### config.mk
export PLATFORM = sky130hd
export DESIGN_NAME = nest_irq_ctrl
export DESIGN_NICKNAME = d
export VERILOG_FILES = /design/src/rtl/nest_irq_pkg.sv /design/src/rtl/nest_irq_pending.sv /design/src/rtl/nest_irq_stack.sv /design/src/rtl/nest_irq_select.sv /design/src/rtl/nest_irq_ctrl.sv
export SDC_FILE = /design/constraint.sdc
export NUM_CORES = 1
export LEC_CHECK = 0
export ABC_AREA = 1
export CAP_MARGIN = 20
export CORE_UTILIZATION = 45
export CTS_BUF_LIST = sky130_fd_sc_hd__clkbuf_4 sky130_fd_sc_hd__clkbuf_8 sky130_fd_sc_hd__clkbuf_16
export CTS_CLUSTER_DIAMETER = 200
export DETAILED_ROUTE_END_ITERATION = 16
export MAX_ROUTING_LAYER = met4
export PLACE_DENSITY = 0.73
export REMOVE_ABC_BUFFERS = 1
export SKIP_LAST_GASP = 1
export SYNTH_ARGS = -nofsm -noshare
export SYNTH_HDL_FRONTEND = slang
export SYNTH_SLANG_ARGS = --single-unit
### constraint.sdc
create_clock -name clk_i -period 4.7 [get_ports clk_i]
set_clock_uncertainty 0.2 [all_clocks]
set_input_delay 1.175 -clock clk_i [delete_from_list [all_inputs] [get_ports clk_i]]
set_output_delay 1.175 -clock clk_i [all_outputs]
set_load 0.01 [all_outputs]
### src/rtl/nest_irq_pkg.sv
package nest_irq_pkg;

    typedef enum logic {
        POLICY_SEQ  = 1'b0,
        POLICY_NEST = 1'b1
    } policy_e;

endpackage

### src/rtl/nest_irq_pending.sv
module nest_irq_pending #(
    parameter int NSRC = 3,
    localparam int IDW = (NSRC > 1) ? $clog2(NSRC) : 1
) (
    input  logic            clk_i,
    input  logic            rst_i,
    input  logic [NSRC-1:0] req_i,
    input  logic            clr_vld_i,
    input  logic [IDW-1:0]  clr_idx_i,
    output logic [NSRC-1:0] pend_o
);

    typedef struct packed {
        logic [NSRC-1:0] req_prev;
        logic [NSRC-1:0] pend;
    } pend_state_t;

    pend_state_t st_q, st_d;

    always_comb begin
        st_d          = st_q;
        st_d.req_prev = req_i;
        if (clr_vld_i) begin
            st_d.pend[clr_idx_i] = 1'b0;
        end
        st_d.pend = st_d.pend | (req_i & ~st_q.req_prev);
    end

    always_ff @(posedge clk_i) begin
        if (rst_i) begin
            st_q <= '0;
        end else begin
            st_q <= st_d;
        end
    end

    assign pend_o = st_q.pend;

    // a granted source is no longer pending unless its line rose anew
    p_ack_clears_r4: assert property (@(posedge clk_i) disable iff (rst_i)
        (clr_vld_i && !req_i[clr_idx_i]) |=> !pend_o[$past(clr_idx_i)]);

endmodule

### src/rtl/nest_irq_stack.sv
module nest_irq_stack #(
    parameter int NSRC = 3,
    localparam int IDW = (NSRC > 1) ? $clog2(NSRC) : 1
) (
    input  logic            clk_i,
    input  logic            rst_i,
    input  logic            push_vld_i,
    input  logic [IDW-1:0]  push_idx_i,
    input  logic            pop_i,
    output logic [NSRC-1:0] isr_o,
    output logic            top_vld_o,
    output logic [IDW-1:0]  top_idx_o
);

    typedef struct packed {
        logic [NSRC-1:0] isr;
    } stk_state_t;

    stk_state_t st_q, st_d;
    logic [NSRC-1:0] top_mask;

    always_comb begin
        top_vld_o = 1'b0;
        top_idx_o = '0;
        for (int i = 0; i < NSRC; i++) begin
            if (st_q.isr[i]) begin
                top_vld_o = 1'b1;
                top_idx_o = IDW'(i);
            end
        end
    end

    generate
        for (genvar g = 0; g < NSRC; g++) begin : g_mask
            assign top_mask[g] = top_vld_o && (top_idx_o == IDW'(g));
        end
    endgenerate

    always_comb begin
        st_d = st_q;
        if (pop_i && top_vld_o) begin
            st_d.isr = st_d.isr & ~top_mask;
        end
        if (push_vld_i) begin
            st_d.isr[push_idx_i] = 1'b1;
        end
    end

    always_ff @(posedge clk_i) begin
        if (rst_i) begin
            st_q <= '0;
        end else begin
            st_q <= st_d;
        end
    end

    assign isr_o = st_q.isr;

    // end-of-handler on an empty stack leaves it empty
    p_eoh_ignored_r9: assert property (@(posedge clk_i) disable iff (rst_i)
        (pop_i && (isr_o == '0) && !push_vld_i) |=> (isr_o == '0));

    // an accepted source appears in service on the next cycle
    p_push_marks_r4: assert property (@(posedge clk_i) disable iff (rst_i)
        push_vld_i |=> isr_o[$past(push_idx_i)]);

    // a pop removes exactly one handler when one is present
    p_pop_one_r8: assert property (@(posedge clk_i) disable iff (rst_i)
        (pop_i && top_vld_o && !push_vld_i) |=>
            ($countones(isr_o) == $countones($past(isr_o)) - 1));

endmodule

### src/rtl/nest_irq_select.sv
module nest_irq_select
    import nest_irq_pkg::*;
#(
    parameter int NSRC = 3,
    localparam int IDW = (NSRC > 1) ? $clog2(NSRC) : 1
) (
    input  policy_e         policy_i,
    input  logic [NSRC-1:0] pend_i,
    input  logic            top_vld_i,
    input  logic [IDW-1:0]  top_idx_i,
    output logic            grant_vld_o,
    output logic [IDW-1:0]  grant_idx_o
);

    logic           pend_any;
    logic [IDW-1:0] pend_idx;

    always_comb begin
        pend_any = 1'b0;
        pend_idx = '0;
        for (int i = 0; i < NSRC; i++) begin
            if (pend_i[i]) begin
                pend_any = 1'b1;
                pend_idx = IDW'(i);
            end
        end
    end

    always_comb begin
        grant_idx_o = pend_idx;
        if (!pend_any) begin
            grant_vld_o = 1'b0;
        end else if (!top_vld_i) begin
            grant_vld_o = 1'b1;
        end else if (policy_i == POLICY_NEST) begin
            grant_vld_o = (pend_idx > top_idx_i);
        end else begin
            grant_vld_o = 1'b0;
        end
    end

endmodule

### src/rtl/nest_irq_ctrl.sv
module nest_irq_ctrl
    import nest_irq_pkg::*;
#(
    parameter int NSRC = 3,
    localparam int IDW = (NSRC > 1) ? $clog2(NSRC) : 1
) (
    input  logic            clk_i,
    input  logic            rst_i,
    input  logic            nested_i,
    input  logic [NSRC-1:0] req_i,
    input  logic            ack_i,
    input  logic            eoh_i,
    output logic            irq_o,
    output logic [IDW-1:0]  vec_id_o,
    output logic            active_vld_o,
    output logic [IDW-1:0]  active_id_o
);

    typedef struct packed {
        logic           irq;
        logic [IDW-1:0] id;
    } cpu_state_t;

    cpu_state_t cpu_q, cpu_d;

    policy_e         policy;
    logic [NSRC-1:0] pend;
    logic [NSRC-1:0] isr;
    logic            top_vld;
    logic [IDW-1:0]  top_idx;
    logic            grant_vld;
    logic [IDW-1:0]  grant_idx;
    logic            accept;

    assign policy = nested_i ? POLICY_NEST : POLICY_SEQ;
    assign accept = cpu_q.irq && ack_i;

    nest_irq_pending #(.NSRC(NSRC)) u_pend (
        .clk_i     (clk_i),
        .rst_i     (rst_i),
        .req_i     (req_i),
        .clr_vld_i (accept),
        .clr_idx_i (cpu_q.id),
        .pend_o    (pend)
    );

    nest_irq_stack #(.NSRC(NSRC)) u_stack (
        .clk_i      (clk_i),
        .rst_i      (rst_i),
        .push_vld_i (accept),
        .push_idx_i (cpu_q.id),
        .pop_i      (eoh_i),
        .isr_o      (isr),
        .top_vld_o  (top_vld),
        .top_idx_o  (top_idx)
    );

    nest_irq_select #(.NSRC(NSRC)) u_sel (
        .policy_i    (policy),
        .pend_i      (pend),
        .top_vld_i   (top_vld),
        .top_idx_i   (top_idx),
        .grant_vld_o (grant_vld),
        .grant_idx_o (grant_idx)
    );

    always_comb begin
        cpu_d = cpu_q;
        if (accept) begin
            cpu_d.irq = 1'b0;
        end else if (!cpu_q.irq && grant_vld) begin
            cpu_d.irq = 1'b1;
            cpu_d.id  = grant_idx;
        end
    end

    always_ff @(posedge clk_i) begin
        if (rst_i) begin
            cpu_q <= '0;
        end else begin
            cpu_q <= cpu_d;
        end
    end

    assign irq_o        = cpu_q.irq;
    assign vec_id_o     = cpu_q.id;
    assign active_vld_o = top_vld;
    assign active_id_o  = top_idx;

    // presented vector is held until accepted
    p_id_stable_r3: assert property (@(posedge clk_i) disable iff (rst_i)
        (irq_o && !ack_i) |=> (irq_o && $stable(vec_id_o)));

    // acceptance withdraws the interrupt
    p_ack_drop_r4: assert property (@(posedge clk_i) disable iff (rst_i)
        (irq_o && ack_i) |=> !irq_o);

    // sequential policy never interrupts a running handler
    p_seq_mask_r5: assert property (@(posedge clk_i) disable iff (rst_i)
        ($rose(irq_o) && !$past(nested_i)) |-> !$past(active_vld_o));

    // a raised interrupt during a handler always outranks it
    p_preempt_r6: assert property (@(posedge clk_i) disable iff (rst_i)
        ($rose(irq_o) && $past(active_vld_o)) |-> (vec_id_o > $past(active_id_o)));

endmodule

==> impl_results.md, run 1 <==
- Status: complete, no violations
- DRT Pass-1 Iters: 4
- PortBufs: 13
- Worst hold path type: reg2reg
- Flop pwr share: 49.7%
- Cell count after synthesis: 74
- Initial antenna violation count: 0
- Rel. slew slack: 77.9%
- GRT Residual Overflow: 0
- Comb pwr share: 25.7%
- CP startpoint: u_stack.isr_o[2]
- Critical path startpoint category: flip-flop
- Area contributors post-synth: dfxtp_1 41%, nor2_1 8.9%, a21oi_1 6.8%, inv_1 6.4%, nand2_4 5.7%
- Mapped Avg Cell Area: 7.95 um2
- Max_cap viols: 0
- Post-layout util: 64.0%
- Die extent in y: 38.2 um
- Synth cell types: 18
- Synth-to-layout area growth: 25.7%
- RSZ-0062 raised after global routing: no
- Cell at the root of the clock tree: clkbuf_4
- Final period util: 58.2%
- Area leader, netlist: dfxtp_1
- Avg WL per Cell: 9.38 um
- CP Class: reg2out
- Final count of hold timing violations: 0
- Max frequency: 365 MHz
- Post-CTS setup buffers: 0
- CP endpoint kind: output pin
- DIE WIDTH: 38.2 um
- Initial core utilization: 50.9%
- Crit path DAT: 1360 ps
- Gpl congestion: 0.797
- Sequential element share of the synthesized area: 40.9%
- Maximum VDD drop: 0.217 mV
- Fillers: 105
- Number of diodes: 0
- Share of cells above drive strength 1: 20.5%
- Leak: 0.325 nW
- Minimum clock period: 2740 ps
- Total wire length: 957 um
- Die area: 1460 um2
- Top_reg_cell synth: dfxtp_1
- Pin slew with the least headroom to its limit: 330 ps
- Final slew viol count: 0
- # IOs: 14
- FF-to-FF Start: u_pend.pend_o[2]
- Async SR Flop Fraction: 0%
- Hold Path Origin: u_stack.isr_o[0]
- CTS tree: done
- Count leader, synth: nor2_1
- Maximum buffer depth of the clock tree: 2
- Largest net degree at the start of global routing: 11
- Clk_lat worst skew: 260 ps
- Most frequent cells after synthesis: 14 x nor2_1, 12 x dfxtp_1, 10 x inv_1, 8 x a21oi_1, 7 x nand2_1
- Clk pwr share: 24.7%
- P per Cell Area: 326 nW/um2
- Setup-failing EPs final: 0
- Number of remaining DRC errors: 0
- Total core area: 1160 um2
- Switch share: 28.8%
- Setup TNS: 0 ps
- Ys Warns: 0
- TritonCTS buffer count: 3
- Hold-fix buffers at CTS: 0
- DP Wirelength: 791 um
- Critical Path RT: 3320 ps
- Number of global-route vias before repair: 432
- Switching pwr: 0.0693 mW
- #FFs+latches synth: 12
- Crit Path Max Fanout: 6
- CTS H-tree depth: 1
- Int Power: 0.172 mW
- Post-synth top area share: 40.9%
- CTS sink count: 12
- Global-route wire length before repair: 1630 um
- Post-synth EDFFs: 0
- Via density: 4.68
- Worst-path clk slew: 60 ps
- Syn Std Cell Area: 588 um2
- Routed vias: 477
- DRT antenna net count: 0
- Post-CTS sizing: 0
- Detailed Route Iter0 Violations: 9
- Nets: 100
- # rows: 12
- GRT Overall Usage: 17.1%
-- power groups by stage --
stage	Combinational [mW]	Sequential (mW)	Clock (mW)
2_1_floorplan	0.0366	0.123	0
3_3_place_gp	0.0615	0.122	0
3_5_place_dp	0.0626	0.122	0
4_1_cts	0.0629	0.120	0.0624
5_1_grt	0.0691	0.121	0.0666
6_report	0.0618	0.120	0.0594
-- per-layer routing --
layer	global-route usage (%)	part of all wire [%]	wire (um)
met5	-	0	0
met4	13.4	1.1	11
met3	3.49	2.4	23
met2	27.1	49	473
met1	18.5	47	449
-- cell families (layout without fill, tap and decap cells) --
family                     count (synthesis)  after routing  synth area share, %
DFF                                       12             12                 40.9
adders and majority gates                  2              2                 4.25
AOI/OAI and AO/OA                         13             13                 14.7
and+or+nand+nor                           31             31                 28.1
buffers and inverters                     16             30                 12.1
-- area by class of cell --
class	count	area, um2	share of cell area, %
Sequential cell	12	240	32.5
Timing Repair Buffer	13	130	17.6
Inverter	14	52.6	7.11
Clock buffer	3	22.5	3.05
Multi-Input combinational cell	46	277	37.4
Tap cell	14	17.5	2.37
-- sequential cells by signal, indices dropped and copies added (netlist names) --
register	flops
u_pend.pend_o	3
u_pend.st_q	3
vec_id_o	2
u_stack.isr_o	3
irq_o	1
-- final timing paths --
path	to	slack (ps)	cells past startpoint
worst max-delay path	active_vld_o	1960	3
worst min-delay path	u_stack.isr_o[0]	300	2
worst max register to register	vec_id_o[1]	3090	9
worst min register to register	u_stack.isr_o[0]	300	2
-- cells in the final DEF, fill, tap and decap left out --
cell             Yosys  layout
nor2_1              14      14
clkdlybuf4s50_1      0      13
dfxtp_1             12      12
inv_1               10      10
a21oi_1              8       8
nand2_1              7       7
inv_2                4       4
nand2_4              3       3
nand3_2              3       3
clkbuf_4             0       3
a21oi_2              2       2
nand3_1              2       2
ha_1                 2       2
nor2_2               1       1
nand2_2              1       1
o21ai_0              1       1
o31ai_1              1       1
a21oi_4              1       1
-- critical path, cell delays in order, from the launching register on --
cell and delay, ps:
dfxtp_1 410, inv_2 80, nand2_4 80, clkdlybuf4s50_1 530
-- through the flow --
stage / cells / cell area, um2 / total power [mW] / hold WS [ps] / setup WS (ps)
floorplan: 72 / 569 / 0.160 / 249 / 2730
global placement: 99 / 717 / 0.183 / 280 / 2260
detailed placement: 99 / 717 / 0.185 / 287 / 2240
CTS: 102 / 739 / 0.245 / 300 / 1950
global route: 102 / 739 / 0.257 / 330 / 1860
finish: 102 / 739 / 0.241 / 305 / 1960
No activity file was read; power rests on OpenSTA's default activity.
==> run 2, diff against run 1 <==
Settings changed: CORE_UTILIZATION 45 to 41, PLACE_DENSITY 0.73 to 0.71.
Clock period 4.7 ns to 2.5 ns, I/O delays scaled along.
==> impl_results.md, run 2 (synthesis gave the netlist of run 1 again) <==
- Status: complete, no violations
- DP Wirelength: 794 um
- TritonCTS buffer count: 3
- # rows: 13
- Gpl congestion: 0.829
- CTS tree: done
- Post-CTS setup buffers: 0
- Critical Path, Cell by Cell: inv_1, nor2_1, clkdlybuf4s50_1
- Rel. slew slack: 77.5%
- Number of global-route vias before repair: 420
- Total wire length: 969 um
- CP Class: reg2out
- # IOs: 14
- Die extent in y: 39.9 um
- P per Cell Area: 653 nW/um2
- Critical Path RT: 1670 ps
- Fin area: 754 um2
- CP endpoint kind: output pin
- Cell at the root of the clock tree: clkbuf_4
- Commonest non-fill, non-tap cell in the layout: nor2_1
- DRT Pass-1 Iters: 4
- Non-filler cells, final: 104
- Inst Count DP: 100
- GRT Residual Overflow: 0
- Worst-path clk slew: 70 ps
- Routed vias: 489
- Number of remaining DRC errors: 0
- Switch share: 27.9%
- Int Power: 0.355 mW
- Detailed Route Iter0 Violations: 3
- Maximum buffer depth of the clock tree: 2
- Max frequency: 451 MHz
- Switching pwr: 0.138 mW
- Critical path startpoint category: flip-flop
- Initial core utilization: 44.6%
- Via density: 4.70
- Flop pwr share: 45.7%
- Nets: 100
- Final count of hold timing violations: 0
- Setup TNS: 0 ps
- Post-layout util: 57.3%
- Leak: 0.332 nW
- GRT Overall Usage: 16.9%
- Number of diodes: 0
- PortBufs: 13
- Die area: 1590 um2
- Maximum VDD drop: 0.301 mV
- RSZ-0062 raised after global routing: no
- Total core area: 1320 um2
- Pin slew with the least headroom to its limit: 337 ps
- CTS sink count: 12
- Final period util: 88.6%
- Avg WL per Cell: 9.32 um
- Clk pwr share: 30.6%
- Placed instance area: 718 um2
- Final slew viol count: 0
- Setup-failing EPs final: 0
- Worst hold path type: reg2reg
- Synth-to-layout area growth: 28.3%
- Largest net degree at the start of global routing: 11
- Max_cap viols: 0
- DRT antenna net count: 0
- Slowest CP cell: clkdlybuf4s50_1
- Clk_lat worst skew: 270 ps
- Worst hold margin: 277 ps
- Crit path DAT: 1390 ps
- Hold-fix buffers at CTS: 0
- Commonest non-fill, non-tap cells in the layout: 14 x nor2_1, 13 x clkdlybuf4s50_1, 12 x dfxtp_1
- Minimum clock period: 2210 ps
- Crit Path Max Fanout: 4
- Post-CTS sizing: 0
- Global-route wire length before repair: 1630 um
- DIE WIDTH: 39.9 um
- Comb pwr share: 23.7%
- Max incr delay on CP: 550 ps
- Initial antenna violation count: 0
- CTS H-tree depth: 1
- Share of cells above drive strength 1: 21.3%
[run 2: cell types whose count changed in the layout (fill, tap and decap cells not counted), sizes merged]
cell | before | now
clkbuf | 3 | 4
[run 2: worst max-delay path, delay by kind of cell, from the launching register on]
family | cells | cell delay, ps
buf+inv | 2 | 600
flops | 1 | 390
simple gates | 1 | 130
[run 2: layout make-up]
cell class                 instances  area [um2]
multi-input combinational         46         277
clock buffer                       4        36.3
fill                             124         563
timing repair buffer              13         130
inverter                          14        52.6
sequential                        12         240
tap                               15        18.8
[run 2: metal layers]
layer / GRT usage (%) / routed length (um) / up-vias / share of wire (%)
li1: - / - / 262 / -
met1: 16.8 / 407 / 215 / 42
met2: 26.2 / 508 / 10 / 52
met3: 5.11 / 39 / 2 / 4.0
met4: 15.5 / 14 / 0 / 1.4
met5: - / 0 / - / 0
[run 2: final timing paths]
check,endpoint,startpoint,depth (start not counted),slack [ps]
max reg2reg,vec_id_o[1],u_pend.pend_o[2],9,850
min reg2reg,u_stack.isr_o[0],u_stack.isr_o[0],2,280
min,u_stack.isr_o[0],u_stack.isr_o[0],2,280
max,active_id_o[0],u_stack.isr_o[1],3,290
[run 2: power by group through the flow]
| stage | registers [mW] | logic (mW) | clock network [mW] |
|---|---|---|---|
| floorplan | 0.232 | 0.0689 | 0 |
| global placement | 0.229 | 0.115 | 0 |
| detailed placement | 0.230 | 0.118 | 0 |
| CTS | 0.225 | 0.118 | 0.159 |
| global route | 0.228 | 0.131 | 0.172 |
| finish | 0.225 | 0.117 | 0.151 |
[run 2: stage by stage]
step	total power, mW	worst slack [ps]
floorplan	0.301	875
global placement	0.344	607
detailed placement	0.348	573
CTS	0.502	264
global route	0.530	194
finish	0.493	285
==> run 3, diff against run 2 <==
Settings changed: GPL_TIMING_DRIVEN set to 0, SETUP_SLACK_MARGIN set to 0.4.
==> impl_results.md, run 3 (synthesis gave the netlist of run 1 again) <==
- Status: complete, no violations
- Clk pwr share: 30.3%
- Die extent in y: 39.9 um
- Number of global-route vias before repair: 379
- Fillers: 125
- P per Cell Area: 644 nW/um2
- Total core area: 1320 um2
- Crit path DAT: 1200 ps
- Leak: 0.355 nW
- Critical path buffers and inverters: 1
- GRT Overall Usage: 15.1%
- Number of diodes: 0
- Max_cap viols: 0
- RSZ-0062 raised after global routing: no
- Initial core utilization: 44.6%
- Crit Path Max Fanout: 4
- Number of remaining DRC errors: 0
- Avg WL per Cell: 8.62 um
- Setup-failing EPs final: 0
- Switch share: 27.3%
- Critical Path, Cell by Cell: clkdlybuf4s50_1
- Max frequency: 494 MHz
- PortBufs: 13
- Final slew viol count: 0
- Clk_lat worst skew: 260 ps
- Total wire length: 896 um
- Reg2reg end: vec_id_o[1]
- Worst hold path type: reg2reg
- Worst-path clk slew: 70 ps
- DIE WIDTH: 39.9 um
- Final period util: 81.0%
- Largest net degree at the start of global routing: 11
- Global-route wire length before repair: 1520 um
- DP Wirelength: 724 um
- DRT antenna net count: 0
- Initial antenna violation count: 0
- Switching pwr: 0.134 mW
- Hold Path Origin: u_stack.isr_o[0]
- Critical path startpoint category: flip-flop
- Non-filler cells, final: 104
- GRT Residual Overflow: 0
- Worst hold stages: 2
- Multi-input logic area: 277 um2
- Inst Count DP: 100
- Detailed Route Iter0 Violations: 6
- Comb pwr share: 23.5%
- Post-CTS setup buffers: 0
- FF-to-FF Start: u_pend.pend_o[2]
- Worst hold endpoint: u_stack.isr_o[0]
- Via density: 4.49
- Synth-to-layout area growth: 29.1%
- Die area: 1590 um2
- CTS H-tree depth: 1
- Commonest non-fill, non-tap cells in the layout: 14 x nor2_1, 11 x clkdlybuf4s50_1, 10 x inv_1
- Maximum VDD drop: 0.419 mV
- Setup slack, reg-to-reg: 880 ps
- Rel. slew slack: 78.9%
- Max incr delay on CP: 550 ps
- Commonest non-fill, non-tap cell in the layout: nor2_1
- Pwr Total: 0.489 mW
- CTS sink count: 12
- Routed vias: 467
- Setup TNS: 0 ps
- Fin area: 759 um2
- Final count of hold timing violations: 0
- Share of cells above drive strength 1: 24.7%
- TritonCTS buffer count: 3
- Critical Path RT: 1670 ps
- R2R depth: 9
- Cell at the root of the clock tree: clkbuf_4
- Maximum buffer depth of the clock tree: 2
- Pin slew with the least headroom to its limit: 316 ps
- Gpl congestion: 0.791
- CP Class: reg2out
- DRT Pass-1 Iters: 4
- Placed instance area: 718 um2
- CTS tree: done
- Register area: 244 um2
- # IOs: 14
- Slowest CP cell: clkdlybuf4s50_1
- Nets: 100
- Minimum clock period: 2030 ps
- Family with the most delay on the worst path: buffers and inverters
- # rows: 13
- CP endpoint kind: output pin
- Hold-fix buffers at CTS: 0
- Int Power: 0.355 mW
- Worst hold margin: 287 ps
- Flop pwr share: 46.2%
[run 3: per-layer routing]
metal	share of wire, %	vias up	track usage [%]
met5	0	-	-
met4	1.6	0	10.3
met3	4.5	2	1.70
met2	45	10	22.2
met1	48	196	19.2
li1	-	259	-
[run 3: power groups by stage]
stage / Combinational [mW] / Sequential, mW / Clock (mW)
detailed placement: 0.117 / 0.230 / 0
global route: 0.130 / 0.228 / 0.164
floorplan: 0.0689 / 0.232 / 0
CTS: 0.117 / 0.226 / 0.153
global placement: 0.114 / 0.229 / 0
finish: 0.115 / 0.226 / 0.148
[run 3: what timing repair did]
item                                    4_1_cts  5_1_grt
endpoints found under the setup margin        3        1
resized for setup                             3        2
pin swaps                                     0        0
[run 3: stage by stage]
stage	worst slack [ps]	util (%)
floorplan	875	-
global placement	592	54.5
detailed placement	580	54.5
CTS	354	57.4
global route	417	57.6
finish	474	57.6
[run 3: cell type report]
| class | instances | share of cell area, % |
|---|---|---|
| Multi-Input combinational cell | 46 | 36.4 |
| Sequential cell | 12 | 32.1 |
| Timing Repair Buffer | 13 | 17.3 |
| Inverter | 14 | 6.92 |
| Clock buffer | 4 | 4.78 |
| Tap cell | 15 | 2.47 |
[run 3: worst max path at each step]
stage	from	end	slack, ps	depth (start not counted)
after floorplan	u_stack.isr_o[2]	vec_id_o[0]	870	8
after detailed placement	u_stack.isr_o[2]	active_vld_o	580	3
final	vec_id_o[1]	vec_id_o[1]	470	1
after CTS	u_stack.isr_o[2]	active_vld_o	350	3
after global placement	u_stack.isr_o[1]	active_id_o[0]	590	3
after global routing	vec_id_o[1]	vec_id_o[1]	420	1
